`src/rtl/prbs_pkg.sv`:
```
package prbs_pkg;

  localparam int NIB_W     = 4;
  localparam int LFSR_W    = 15;
  localparam int SHORT_LEN = 9;
  localparam int LONG_LEN  = 15;
  localparam int SYNC_SHORT = (SHORT_LEN + NIB_W - 1) / NIB_W;
  localparam int SYNC_LONG  = (LONG_LEN + NIB_W - 1) / NIB_W;

  typedef struct packed {
    logic [LFSR_W-1:0] st;
    logic [NIB_W-1:0]  nib;
  } lfsr_step_t;

  // Advance the register by one nibble. The predicted bits always come out
  // in nib (oldest in the top bit). When load is set, the register shifts in
  // din instead of its own prediction (self-synchronisation).
  function automatic lfsr_step_t lfsr_step(input logic [LFSR_W-1:0] st_in,
                                           input logic              long_mode,
                                           input logic [NIB_W-1:0]  din,
                                           input logic              load);
    lfsr_step_t r;
    logic [LFSR_W-1:0] s;
    logic fb;
    s = st_in;
    r.nib = '0;
    for (int i = NIB_W - 1; i >= 0; i--) begin
      fb = long_mode ? (s[LONG_LEN-1] ^ s[LONG_LEN-2]) : (s[SHORT_LEN-1] ^ s[4]);
      r.nib[i] = fb;
      s = {s[LFSR_W-2:0], load ? din[i] : fb};
    end
    r.st = s;
    return r;
  endfunction

endpackage

```
`src/rtl/prbs_tx_gen.sv`:
```
module prbs_tx_gen
  import prbs_pkg::*;
#(
  parameter logic [LFSR_W-1:0] SEED = 15'h1ACE,
  parameter int PKT_NIBBLES = 16,
  parameter int GAP_CYCLES  = 4
) (
  input  logic             clk,
  input  logic             rst_n,
  input  logic             restart,
  input  logic             run,
  input  logic             long_mode,
  input  logic             cont_mode,
  input  logic             tx_ready,
  output logic             tx_valid,
  output logic [NIB_W-1:0] tx_data
);
  localparam int BCW = $clog2(PKT_NIBBLES + 1);
  localparam int GCW = $clog2(GAP_CYCLES + 2);
  localparam logic [BCW-1:0] BURST_LAST = BCW'(PKT_NIBBLES - 1);
  localparam logic [GCW-1:0] GAP_LAST   = GCW'(GAP_CYCLES > 0 ? GAP_CYCLES - 1 : 0);
  localparam logic HAS_GAP = (GAP_CYCLES > 0);

  logic [LFSR_W-1:0] st;
  logic [BCW-1:0]    burst_cnt;
  logic [GCW-1:0]    gap_cnt;
  logic              in_gap;
  lfsr_step_t        nxt;

  always_comb nxt = lfsr_step(st, long_mode, '0, 1'b0);

  assign tx_valid = run && (cont_mode || !in_gap);
  assign tx_data  = nxt.nib;

  always_ff @(posedge clk or negedge rst_n) begin
    if (!rst_n) begin
      st        <= SEED;
      burst_cnt <= '0;
      gap_cnt   <= '0;
      in_gap    <= 1'b0;
    end else if (restart) begin
      st        <= SEED;
      burst_cnt <= '0;
      gap_cnt   <= '0;
      in_gap    <= 1'b0;
    end else if (run) begin
      if (tx_valid && tx_ready) begin
        st <= nxt.st;
        if (!cont_mode) begin
          if (burst_cnt == BURST_LAST) begin
            burst_cnt <= '0;
            in_gap    <= HAS_GAP;
          end else begin
            burst_cnt <= burst_cnt + 1'b1;
          end
        end
      end
      if (in_gap) begin
        if (gap_cnt == GAP_LAST) begin
          gap_cnt <= '0;
          in_gap  <= 1'b0;
        end else begin
          gap_cnt <= gap_cnt + 1'b1;
        end
      end
    end
  end

endmodule

```
`src/rtl/prbs_rx_chk.sv`:
```
module prbs_rx_chk
  import prbs_pkg::*;
(
  input  logic             clk,
  input  logic             rst_n,
  input  logic             restart,
  input  logic             run,
  input  logic             long_mode,
  input  logic             rx_valid,
  input  logic [NIB_W-1:0] rx_data,
  output logic             cmp_valid,
  output logic             cmp_err
);
  localparam logic [2:0] NEED_SHORT = 3'(SYNC_SHORT);
  localparam logic [2:0] NEED_LONG  = 3'(SYNC_LONG);

  logic [LFSR_W-1:0] st;
  logic [2:0]        sync_cnt;
  logic              locked;
  logic              accept;
  lfsr_step_t        nxt;

  assign locked = (sync_cnt == (long_mode ? NEED_LONG : NEED_SHORT));
  assign accept = run && rx_valid;

  always_comb nxt = lfsr_step(st, long_mode, rx_data, !locked);

  always_ff @(posedge clk or negedge rst_n) begin
    if (!rst_n) begin
      st        <= '0;
      sync_cnt  <= '0;
      cmp_valid <= 1'b0;
      cmp_err   <= 1'b0;
    end else if (restart) begin
      st        <= '0;
      sync_cnt  <= '0;
      cmp_valid <= 1'b0;
      cmp_err   <= 1'b0;
    end else if (accept) begin
      st        <= nxt.st;
      cmp_valid <= locked;
      cmp_err   <= locked && (nxt.nib != rx_data);
      if (!locked) sync_cnt <= sync_cnt + 1'b1;
    end else begin
      cmp_valid <= 1'b0;
      cmp_err   <= 1'b0;
    end
  end

endmodule

```
`src/rtl/prbs_status.sv`:
```
module prbs_status #(
  parameter int CNT_W = 8
) (
  input  logic             clk,
  input  logic             rst_n,
  input  logic             ctl_wr,
  input  logic             ctl_run,
  input  logic             cmp_valid,
  input  logic             cmp_err,
  output logic             pass,
  output logic [CNT_W-1:0] err_count
);
  localparam logic [CNT_W-1:0] CNT_MAX = {CNT_W{1'b1}};

  logic fail_seen;

  always_ff @(posedge clk or negedge rst_n) begin
    if (!rst_n) begin
      pass      <= 1'b0;
      fail_seen <= 1'b0;
      err_count <= '0;
    end else if (ctl_wr) begin
      pass      <= 1'b0;
      fail_seen <= 1'b0;
      if (ctl_run) err_count <= '0;
    end else if (cmp_valid) begin
      if (cmp_err) begin
        pass      <= 1'b0;
        fail_seen <= 1'b1;
        if (err_count != CNT_MAX) err_count <= err_count + 1'b1;
      end else if (!fail_seen) begin
        pass <= 1'b1;
      end
    end
  end

endmodule

```
`src/rtl/prbs_selftest.sv`:
```
module prbs_selftest
  import prbs_pkg::*;
#(
  parameter logic [LFSR_W-1:0] SEED = 15'h1ACE,
  parameter int PKT_NIBBLES = 16,
  parameter int GAP_CYCLES  = 4,
  parameter int CNT_W       = 8
) (
  input  logic             clk,
  input  logic             rst_n,
  input  logic             ctl_wr,
  input  logic             ctl_run,
  input  logic             ctl_long,
  input  logic             ctl_cont,
  output logic             tx_valid,
  input  logic             tx_ready,
  output logic [3:0]       tx_data,
  input  logic             rx_valid,
  output logic             rx_ready,
  input  logic [3:0]       rx_data,
  output logic             running,
  output logic             pass,
  output logic [CNT_W-1:0] err_count
);
  logic cfg_long;
  logic cfg_cont;
  logic cmp_valid;
  logic cmp_err;

  always_ff @(posedge clk or negedge rst_n) begin
    if (!rst_n) begin
      running  <= 1'b0;
      cfg_long <= 1'b0;
      cfg_cont <= 1'b1;
    end else if (ctl_wr) begin
      running <= ctl_run;
      if (ctl_run) begin
        cfg_long <= ctl_long;
        cfg_cont <= ctl_cont;
      end
    end
  end

  assign rx_ready = running;

  prbs_tx_gen #(
    .SEED(SEED), .PKT_NIBBLES(PKT_NIBBLES), .GAP_CYCLES(GAP_CYCLES)
  ) u_gen (
    .clk(clk), .rst_n(rst_n), .restart(ctl_wr), .run(running),
    .long_mode(cfg_long), .cont_mode(cfg_cont), .tx_ready(tx_ready),
    .tx_valid(tx_valid), .tx_data(tx_data)
  );

  prbs_rx_chk u_chk (
    .clk(clk), .rst_n(rst_n), .restart(ctl_wr), .run(running),
    .long_mode(cfg_long), .rx_valid(rx_valid), .rx_data(rx_data),
    .cmp_valid(cmp_valid), .cmp_err(cmp_err)
  );

  prbs_status #(.CNT_W(CNT_W)) u_stat (
    .clk(clk), .rst_n(rst_n), .ctl_wr(ctl_wr), .ctl_run(ctl_run),
    .cmp_valid(cmp_valid), .cmp_err(cmp_err),
    .pass(pass), .err_count(err_count)
  );

endmodule

```
`config.mk`:
```
export PLATFORM = sky130hd
export DESIGN_NAME = prbs_selftest
export DESIGN_NICKNAME = d
export VERILOG_FILES = /design/src/rtl/prbs_pkg.sv /design/src/rtl/prbs_tx_gen.sv /design/src/rtl/prbs_rx_chk.sv /design/src/rtl/prbs_status.sv /design/src/rtl/prbs_selftest.sv
export SDC_FILE = /design/constraint.sdc
export NUM_CORES = 1
export LEC_CHECK = 0
export BUFFER_PORTS_ARGS = -buffer_cell sky130_fd_sc_hd__buf_2
export CAP_MARGIN = 20
export CORE_UTILIZATION = 45
export DETAILED_ROUTE_END_ITERATION = 12
export SLEW_MARGIN = 20
export SYNTH_ARGS = -nofsm -noshare
export SYNTH_HDL_FRONTEND = slang
export SYNTH_SLANG_ARGS = --single-unit
```
`constraint.sdc`:
```
create_clock -name clk -period 3.79 [get_ports clk]
set_clock_uncertainty 0.2 [all_clocks]
set_input_delay 0.379 -clock clk [delete_from_list [all_inputs] [get_ports clk]]
set_output_delay 0.379 -clock clk [all_outputs]
set_load 0.02 [all_outputs]
```
==> results of run 1 <==
[per-layer routing]
| metal | GRT usage [%] | up-vias | part of all wire, % |
|---|---|---|---|
| met1 | 23.0 | 903 | 48 |
| met2 | 29.6 | 32 | 48 |
| li1 | - | 934 | - |
| met3 | 7.27 | 5 | 4.0 |
| met4 | 4.82 | 0 | 0.76 |
| met5 | 0 | - | 0 |
[final timing paths]
check	startpoint	to	slack, ns
worst max-delay path	cfg_long	tx_data[3]	1.73
worst min-delay path	ctl_cont	cfg_cont	0.07
worst max register to register	cfg_long	u_chk.cmp_err	1.99
worst min register to register	u_chk.cmp_err	u_stat.pass	0.29
max in group asynchronous	rst_n	u_gen.st[7]	2.04
min in group asynchronous	rst_n	u_gen.burst_cnt[1]	0.51
[per-stage QoR]
step | setup WS, ns | instances | area (µm²) | utilization (%)
finish | 1.73 | 352 | 3150 | 53.0
detailed placement | 1.92 | 335 | 2930 | 49.3
floorplan | 2.06 | 244 | 2790 | -
global route | 1.59 | 352 | 3150 | 53.0
CTS | 1.67 | 352 | 3150 | 53.0
global placement | 1.94 | 335 | 2930 | 49.3
[registers in the layout, indices dropped and copies added (netlist names), 3 cells and up]
name and cells:
u_chk.st 15, u_chk.sync_cnt 3, u_gen.burst_cnt 5, u_gen.gap_cnt 3
u_gen.st 15, u_stat.err_count 8
[synthesized netlist by cell type, types with 2 or more instances]
master and n:
dfrtp_1 48, ha_1 4, a21oi_1 7, and3_1 3, and2_1 3, buf_6 4
o22a_1 8, buf_2 2, o21ai_1 5, mux2i_1 9, clkbuf_1 2, xor2_1 11
xnor2_1 15, nand3_1 6, nand2_1 22, nor3_1 3, nor2_1 9, nand2b_1 3
a21oi_2 2, and4bb_4 2, o21ai_0 11, buf_4 3, dfstp_2 9, inv_1 6
a22o_1 20, nand4_1 2
[cells by family (layout without fill, tap and decap cells)]
group	Yosys count	count (layout)
mux	10	10
compound gates	64	64
flops	57	57
fa+ha+maj	4	4
xor+xnor	26	26
simple gates	65	65
buf+inv	18	51
[area by class of cell]
class	instances	area, µm²
tap	75	93.8
clock buffer	10	128
clock inverter	6	82.6
inverter	6	22.5
multi-input combinational	169	1240
sequential	57	1440
timing repair buffer	29	153
fill	538	2800
[what timing repair did]
item	4_1_cts	5_1_grt
hold buffers	1	0
buffers inserted	0	0
hold endpoints to repair	4	0
[power by group through the flow]
stage	logic [mW]	registers, mW	clock network [mW]
final	0.121	0.657	0.606
after global routing	0.134	0.661	0.661
after CTS	0.124	0.657	0.625
after detailed placement	0.123	0.668	0
after global placement	0.122	0.667	0
after floorplan	0.0963	0.657	0
[critical path: cells and delay by family (launching register included)]
| kind | cells | cell delay, ns |
|---|---|---|
| flip-flops | 1 | 0.56 |
| AO/OA/AOI/OAI | 1 | 0.36 |
| buffers and inverters | 1 | 0.23 |
==> impl_metrics.json, run 1 <==
{
  "max-vdd-ir-drop_v": 0.000360,
  "slew_violations": 0,
  "layout_common_cells": "48 x dfrtp_1, 27 x buf_2, 22 x nand2_1",
  "netSwitchingFraction_pct": 24.3,
  "cts_root_buf": "clkbuf_8",
  "ys_dominant_reg_cell": "dfrtp_1",
  "antenna_left": 0,
  "ys_warn_count": 0,
  "crit_path_start_kind": "flip-flop",
  "timing.fmax_ghz": 0.484,
  "first_pass_iters": 4,
  "hold_path.class": "input port to flip-flop",
  "min_period_over_period_pct": 54.5,
  "portBuffers": 27,
  "setup_viol": 0,
  "clkTransAtPathRegs_ns": 0.06,
  "outcome": "finished, final reports clean",
  "final_common_cell": "dfrtp_1",
  "die_h_um": 80.7,
  "synth_seq_cells": 57,
  "initial_core_util_pct": 46.8,
  "cp-end-kind": "output port",
  "h-tree-depth": 3,
  "switchingPower_mw": 0.337,
  "synthSimpleGateAreaFrac_pct": 13.8,
  "worstSetupPathType": "flip-flop to output port",
  "min_period_ns": 2.06,
  "track_usage_pct": 18.4,
  "cts_resized": 0,
  "netlist.area_leader.share_pct": 43.1,
  "cts_tree": "built",
  "ioPinCount": 28,
  "tightest_slew_ns": 0.919,
  "hold_ws_ns": 0.0676,
  "cts_buffers": 9,
  "grt_pass1_vias": 1842,
  "hold_depth": 3,
  "gp_congestion": 0.787,
  "synth_top_family_by_area": "compound AO/OA/AOI/OAI gates",
  "slowest_delay_ns": 0.56,
  "synth.yosys.seq_area_share_pct": 51.6,
  "synth_edf_count": 0,
  "leakage_nw": 1.45,
  "drcViolationCount": 0,
  "synth_compound_area_share_pct": 17.0,
  "syn_inst": 244,
  "synth_top_cell_by_area": "dfrtp_1",
  "dp_hpwl_mm": 3.61,
  "n_antenna_cell": 0,
  "max_cap_violations": 0,
  "ys_types": 51,
  "drt-total-wl_mm": 5.24,
  "rr_worst_depth": 3,
  "synthXorXnorAreaFrac_pct": 8.17,
  "seqPwrFrac_pct": 47.5,
  "via_per_inst": 5.32,
  "drt_iter0_drc": 74,
  "cp.required_ns": 3.21,
  "clkLatencyLatePin_ns": 0.33,
  "core_area_um2": 5960,
  "syn_to_final_growth_pct": 13.2,
  "total_power_mw": 1.38,
  "cp_data_arrival_time_ns": 1.49,
  "die_w_um": 80.7,
  "ys_async_sr_fraction_pct": 100,
  "powerDensity_nw_per_um2": 439,
  "dieArea_um2": 6510,
  "clock_sink_count": 57,
  "intPower_mw": 1.05,
  "cts_buffer_depth": 2,
  "grt_max_degree": 43,
  "gr-total-overflow": 0,
  "synth_area_per_cell_um2": 11.4,
  "crit_fanout": 15,
  "crit_path_cell_trace": "o21ai_0, buf_2",
  "final_layout_size_suffix_gt1_share_pct": 24.5,
  "detail_route.wl_per_cell_um": 14.9,
  "power_frac_comb_pct": 8.7,
  "antenna_found_initial": 0,
  "finalNetCount": 288,
  "finalSetupTns_ns": 0,
  "synth_area_leaders": "dfrtp_1 43%, dfstp_2 8.5%, a22o_1 6.3%",
  "rsz0062_at_grt": "no",
  "final_hold_viol_count": 0,
  "synthesis.area_um2": 2790,
  "num_rows": 28,
  "syn-num-nets": 260,
  "relSlewSlack_pct": 38.7,
  "synth-adder-area-share_pct": 1.80,
  "num_vias": 1874,
  "synthMuxAreaShare_pct": 3.64,
  "grt_pass1_wl_mm": 8.78,
  "p_clk_share_pct": 43.8,
  "slowest_stage": "dfrtp_1"
}
Power figures use the tool's default switching activity.
==> run 2, diff against run 1 <==
--- a/config.mk
+++ b/config.mk
@@ -5,6 +5,7 @@
 export SDC_FILE = /design/constraint.sdc
 export NUM_CORES = 1
 export LEC_CHECK = 0
+export ABC_AREA = 1
 export BUFFER_PORTS_ARGS = -buffer_cell sky130_fd_sc_hd__buf_2
 export CAP_MARGIN = 20
 export CORE_UTILIZATION = 45
==> constraint.sdc (replaced) <==
create_clock -name clk -period 2.05 [get_ports clk]
set_clock_uncertainty 0.2 [all_clocks]
set_input_delay 0.205 -clock clk [delete_from_list [all_inputs] [get_ports clk]]
set_output_delay 0.205 -clock clk [all_outputs]
set_load 0.02 [all_outputs]
==> run 2 against run 1 <==
Net effect:
- synthesized cell count increased by 43%
- non-clock buffer count increased by 9
- wire length increased by 14%
- clock power increased by 48%
- critical endpoint is now tx_data[0]
- sequential share of layout area decreased by 3.2 points
==> impl_metrics.json, run 2 <==
{
  "outcome": "finished, final reports clean",
  "synth_area_per_cell_um2": 8.44,
  "rrSetupSlack_ns": 0.32,
  "dieArea_um2": 6870,
  "yosys-top-cells-count": "87 x nand2_1, 50 x inv_1, 48 x dfrtp_1",
  "cp.required_ns": 1.64,
  "hold_ws_ns": 0.0517,
  "p_clk_share_pct": 35.7,
  "dp_hpwl_mm": 4.16,
  "cts_tree": "built",
  "finalSetupTns_ns": 0,
  "synth_top_family_by_area": "simple AND/OR/NAND/NOR gates",
  "synthesis.area_um2": 2950,
  "netSwitchingFraction_pct": 28.4,
  "leakage_nw": 1.71,
  "crit_path_cell_trace": "nand2_1, nand3_1, a21boi_0, inv_1, buf_2",
  "synth.yosys.seq_area_share_pct": 48.8,
  "synth_top_cell_by_area": "dfrtp_1",
  "power_frac_comb_pct": 14.8,
  "min_period_ns": 1.85,
  "gp_congestion": 0.788,
  "synth_compound_area_share_pct": 14.2,
  "final_hold_viol_count": 0,
  "clock_sink_count": 57,
  "layout_common_cells": "86 x nand2_1, 50 x inv_1, 47 x dfrtp_1",
  "ioPinCount": 28,
  "drcViolationCount": 0,
  "slowest_delay_ns": 0.53,
  "finalNetCount": 406,
  "timing.fmax_ghz": 0.539,
  "die_h_um": 82.9,
  "clkTransAtPathRegs_ns": 0.06,
  "portBuffers": 27,
  "syn-num-nets": 365,
  "antenna_found_initial": 0,
  "synthMuxAreaShare_pct": 0,
  "num_rows": 29,
  "crit_path_start_kind": "flip-flop",
  "hold_path.class": "input port to flip-flop",
  "setup_viol": 0,
  "tightest_slew_ns": 0.497,
  "crit_buf_inv": 2,
  "slowest_stage": "dfstp_2",
  "drt-total-wl_mm": 5.96,
  "cts_root_buf": "clkbuf_8",
  "via_per_inst": 4.98,
  "final_common_cell": "nand2_1",
  "detail_route.wl_per_cell_um": 12.6,
  "crit_fanout": 2,
  "relSlewSlack_pct": 66.9,
  "drt_iter0_drc": 110,
  "ys_warn_count": 0,
  "fill_cells": 592,
  "min_period_over_period_pct": 90.5,
  "cts_buffer_depth": 2,
  "switchingPower_mw": 0.713,
  "syn_inst": 349,
  "synthSimpleGateAreaFrac_pct": 22.7,
  "total_power_mw": 2.51,
  "cts_buffers": 9,
  "clkLatencyLatePin_ns": 0.33,
  "num_vias": 2349,
  "max_cap_violations": 0,
  "largestRegisters": "u_chk.st: 15 flops, u_gen.st: 15 flops, u_stat.err_count: 8 flops",
  "grt_pass1_vias": 2246,
  "track_usage_pct": 18.8,
  "first_pass_iters": 4,
  "ys_dominant_reg_cell": "dfrtp_1",
  "slew_violations": 0,
  "n_antenna_cell": 0,
  "synth-adder-area-share_pct": 1.70,
  "final_layout_size_suffix_gt1_share_pct": 20.8,
  "yosysMostFrequentCell": "nand2_1",
  "seqPwrFrac_pct": 49.5,
  "cp_data_arrival_time_ns": 1.45,
  "initial_core_util_pct": 46.4,
  "intPower_mw": 1.80,
  "powerDensity_nw_per_um2": 739,
  "antenna_left": 0,
  "synth_seq_cells": 57,
  "grt_pass1_wl_mm": 10.2,
  "netlist.area_leader.share_pct": 40.8,
  "cp-end-kind": "output port",
  "die_w_um": 82.9,
  "grt_max_degree": 38,
  "synth_edf_count": 0,
  "synthXorXnorAreaFrac_pct": 3.27,
  "worstSetupPathType": "flip-flop to output port",
  "ys_async_sr_fraction_pct": 100,
  "h-tree-depth": 3,
  "ys_types": 38,
  "syn_to_final_growth_pct": 15.3,
  "core_area_um2": 6350,
  "synth_area_leaders": "dfrtp_1 41%, nand2_1 11%, dfstp_2 8.0%",
  "gr-total-overflow": 0,
  "rsz0062_at_grt": "no",
  "max-vdd-ir-drop_v": 0.000409,
  "critPathTopFamily": "flip-flops"
}
run 2: changes by cell type in the layout (fill, tap and decap cells not counted), sizes merged, moves of 10 or more:
cell	previous run	this run
a22o	20	0
inv	6	58
xnor2	15	4
o22ai	0	18
nand3	7	24
nor2	10	20
nand2	22	91
run 2: worst min-delay path, stage by stage:
cell	delay [ns]
buf_2	0.09
inv_1	0.05
nand2_1	0.06
o211ai_1	0.07
o21ai_0	0.07
run 2: logic make-up (layout without fill, tap and decap cells):
kind of cell             after synthesis  count (layout)
AO/OA/AOI/OAI                         65              65
XOR/XNOR                              11              11
adder cells (fa/ha/maj)                4               4
buffers and inverters                 66             112
flip-flops                            57              57
AND/OR/NAND/NOR                      146             146
run 2: power by group through the flow:
stage	logic (mW)	clock network [mW]	registers (mW)
after CTS	0.358	0.920	1.25
after global routing	0.421	0.972	1.25
after floorplan	0.232	0	1.27
after global placement	0.349	0	1.27
final	0.371	0.896	1.24
after detailed placement	0.351	0	1.27
run 2: worst paths after layout:
check | endpoint | from | cells past startpoint
worst max-delay path | tx_data[0] | u_gen.st[1] | 5
worst min-delay path | u_chk.st[2] | rx_data[2] | 5
worst max register to register | u_stat.err_count[5] | u_stat.err_count[0] | 8
worst min register to register | u_gen.gap_cnt[0] | u_gen.gap_cnt[0] | 1
max in group asynchronous | cfg_cont | rst_n | 3
min in group asynchronous | u_chk.st[6] | rst_n | 2
run 2: stage by stage:
stage          utilization [%]  setup slack, ns  std cells  instance area (µm²)
6_report                  53.5            0.195        472                 3390
5_1_grt                   53.5           0.0608        472                 3390
4_1_cts                   53.1           0.0984        469                 3370
3_5_place_dp              49.9            0.169        449                 3170
3_3_place_gp              49.9            0.176        449                 3170
2_1_floorplan                -            0.419        349                 2950
run 2: area by class of cell:
class	instances	area, µm²	share of cell area [%]
Sequential cell	57	1440	42.4
Timing Repair Buffer	38	240	7.08
Multi-Input combinational cell	226	1240	36.4
Tap cell	77	96.3	2.84
Clock buffer	16	160	4.72
Inverter	58	223	6.56
run 2: layer usage:
layer	wire length, µm	vias to the layer above	track usage, %	share of wire [%]
li1	-	1217	-	-
met1	2910	1080	25.5	49
met2	2740	42	29.2	46
met3	188	10	3.28	3.2
met4	117	0	9.40	2.0
met5	0	-	0	0
run 2: timing repair:
| item | 4_1_cts | 5_1_grt |
|---|---|---|
| setup buffers | 0 | 3 |
| hold buffers | 4 | 0 |
| endpoints found under the hold margin | 23 | 0 |
| resized for setup | 1 | 1 |
| setup endpoints to repair | 1 | 5 |
==> run 3, diff against run 2 <==
--- a/config.mk
+++ b/config.mk
@@ -8,8 +8,12 @@
 export ABC_AREA = 1
 export BUFFER_PORTS_ARGS = -buffer_cell sky130_fd_sc_hd__buf_2
 export CAP_MARGIN = 20
-export CORE_UTILIZATION = 45
+export CELL_PAD_IN_SITES_DETAIL_PLACEMENT = 2
+export CELL_PAD_IN_SITES_GLOBAL_PLACEMENT = 2
+export CORE_UTILIZATION = 36
 export DETAILED_ROUTE_END_ITERATION = 12
+export PLACE_DENSITY_LB_ADDON = 0.1
+export SKIP_CTS_REPAIR_TIMING = 1
 export SLEW_MARGIN = 20
 export SYNTH_ARGS = -nofsm -noshare
 export SYNTH_HDL_FRONTEND = slang
==> run 3 against run 2 <==
Net effect:
- the run now ends with negative hold slack left
- maximum frequency shrank 3.3%
- clock power is 22% higher
- total power up 8.4%
- largest cell class unchanged
- register-to-register slack got worse by 0.05 ns
- combinational power rose by 5%
- cell count increased by 5.1%
- final area increased by 2.1%
==> impl_metrics.json, run 3 (synthesized netlist as in run 2, its figures left out) <==
{
  "outcome": "finished, violations left",
  "violations": "negative hold slack",
  "crit_path_start_kind": "flip-flop",
  "cp-end-kind": "output port",
  "antenna_found_initial": 0,
  "final_common_cell": "nand2_1",
  "intPower_mw": 1.94,
  "min_period_ns": 1.92,
  "clkLatencyLatePin_ns": 0.33,
  "max_cap_violations": 0,
  "gp_congestion": 0.782,
  "fill_cells": 926,
  "cts_tree": "built",
  "grt_pass1_wl_mm": 13.9,
  "dp_hpwl_mm": 5.93,
  "grt_pass1_vias": 2793,
  "cp_data_arrival_time_ns": 1.51,
  "ioPinCount": 28,
  "detail_route.wl_per_cell_um": 16.4,
  "via_per_inst": 5.02,
  "antenna_left": 0,
  "largestRegisters": "u_chk.st: 15 flops, u_gen.st: 15 flops, u_stat.err_count: 8 flops",
  "gr-total-overflow": 0,
  "dieArea_um2": 8550,
  "die_h_um": 92.5,
  "die_w_um": 92.5,
  "powerDensity_nw_per_um2": 785,
  "stdcell_count": 496,
  "cts_buffers": 9,
  "timing.fmax_ghz": 0.521,
  "crit_fanout": 7,
  "max-vdd-ir-drop_v": 0.000369,
  "leakage_nw": 1.74,
  "portBuffers": 27,
  "dp_cells": 477,
  "setup_viol": 0,
  "finalSetupTns_ns": 0,
  "first_pass_iters": 4,
  "hold_path.class": "input port to flip-flop",
  "clock_sink_count": 57,
  "drt-total-wl_mm": 8.16,
  "num_rows": 32,
  "drcViolationCount": 0,
  "power_frac_comb_pct": 14.3,
  "hold_ws_ns": -0.00981,
  "netSwitchingFraction_pct": 28.6,
  "n_antenna_cell": 0,
  "p_clk_share_pct": 39.9,
  "switchingPower_mw": 0.778,
  "initial_core_util_pct": 37.7,
  "min_period_over_period_pct": 93.6,
  "drt_iter0_drc": 41,
  "cts_root_buf": "clkbuf_8",
  "grt_max_degree": 21,
  "cts_buffer_depth": 2,
  "track_usage_pct": 21.1,
  "final_hold_viol_count": 1,
  "num_vias": 2490,
  "seqPwrFrac_pct": 45.8,
  "clkTransAtPathRegs_ns": 0.07,
  "cp.required_ns": 1.64,
  "layout_common_cells": "86 x nand2_1, 50 x inv_1, 48 x dfrtp_1",
  "rsz0062_at_grt": "no",
  "core_area_um2": 7810,
  "slew_violations": 0,
  "finalNetCount": 405,
  "tightest_slew_ns": 0.523,
  "h-tree-depth": 3,
  "worstSetupPathType": "flip-flop to output port",
  "syn_to_final_growth_pct": 17.7,
  "relSlewSlack_pct": 65.1,
  "final_layout_size_suffix_gt1_share_pct": 21.6
}
-- run 3: layout make-up --
cell class              count  area (µm²)  area share (%)
clock buffers              13         159            4.58
clock inverters             3        40.0            1.16
inverters                  58         223            6.43
multi-input cells         226        1240            35.7
flip-flops and latches     57        1440            41.5
well taps                 102         128            3.68
repair buffers             37         243            7.00
-- run 3: layer usage --
layer	vias up	part of all wire [%]	global-route usage (%)
met2	26	52	38.0
met3	9	2.5	4.52
met4	0	1.0	5.08
met1	1243	45	25.5
met5	-	0	0
li1	1212	-	-
-- run 3: path summary, 6_finish.rpt --
kind                                startpoint                   to  slack, ns  cells after the start
min reg2reg                   u_gen.gap_cnt[0]     u_gen.gap_cnt[0]       0.29                      1
max                                   cfg_long           tx_data[0]       0.13                      5
min in group asynchronous                rst_n          u_gen.st[0]       0.19                      2
max in group asynchronous                rst_n          u_gen.st[1]       0.89                      3
min                                   rx_valid      u_chk.cmp_valid      -0.01                      3
max reg2reg                u_stat.err_count[1]  u_stat.err_count[4]       0.27                      8
-- run 3: power groups by stage --
stage / logic, mW / registers (mW) / clock network [mW]
floorplan: 0.232 / 1.27 / 0
global placement: 0.377 / 1.26 / 0
detailed placement: 0.387 / 1.27 / 0
CTS: 0.395 / 1.25 / 1.12
global route: 0.441 / 1.25 / 1.15
finish: 0.390 / 1.25 / 1.09
-- run 3: per-stage QoR --
step / setup slack, ns / power (mW) / utilization, % / hold slack [ns] / cell area, µm²
final: 0.132 / 2.72 / 44.4 / -0.00981 / 3470
after global routing: 0.0117 / 2.84 / 44.4 / 0.0223 / 3470
after CTS: 0.0166 / 2.76 / 44.0 / -0.351 / 3430
after detailed placement: 0.165 / 1.65 / 41.4 / 0.0166 / 3230
after global placement: 0.307 / 1.64 / 41.4 / 0.0237 / 3230
after floorplan: 0.419 / 1.50 / - / -0.291 / 2950
-- run 3: worst max-delay path, cell delays in order, from the launching register on --
cell	delay, ns
dfrtp_1	0.42
inv_1	0.26
nand3_1	0.12
a21boi_1	0.16
inv_1	0.07
buf_2	0.15
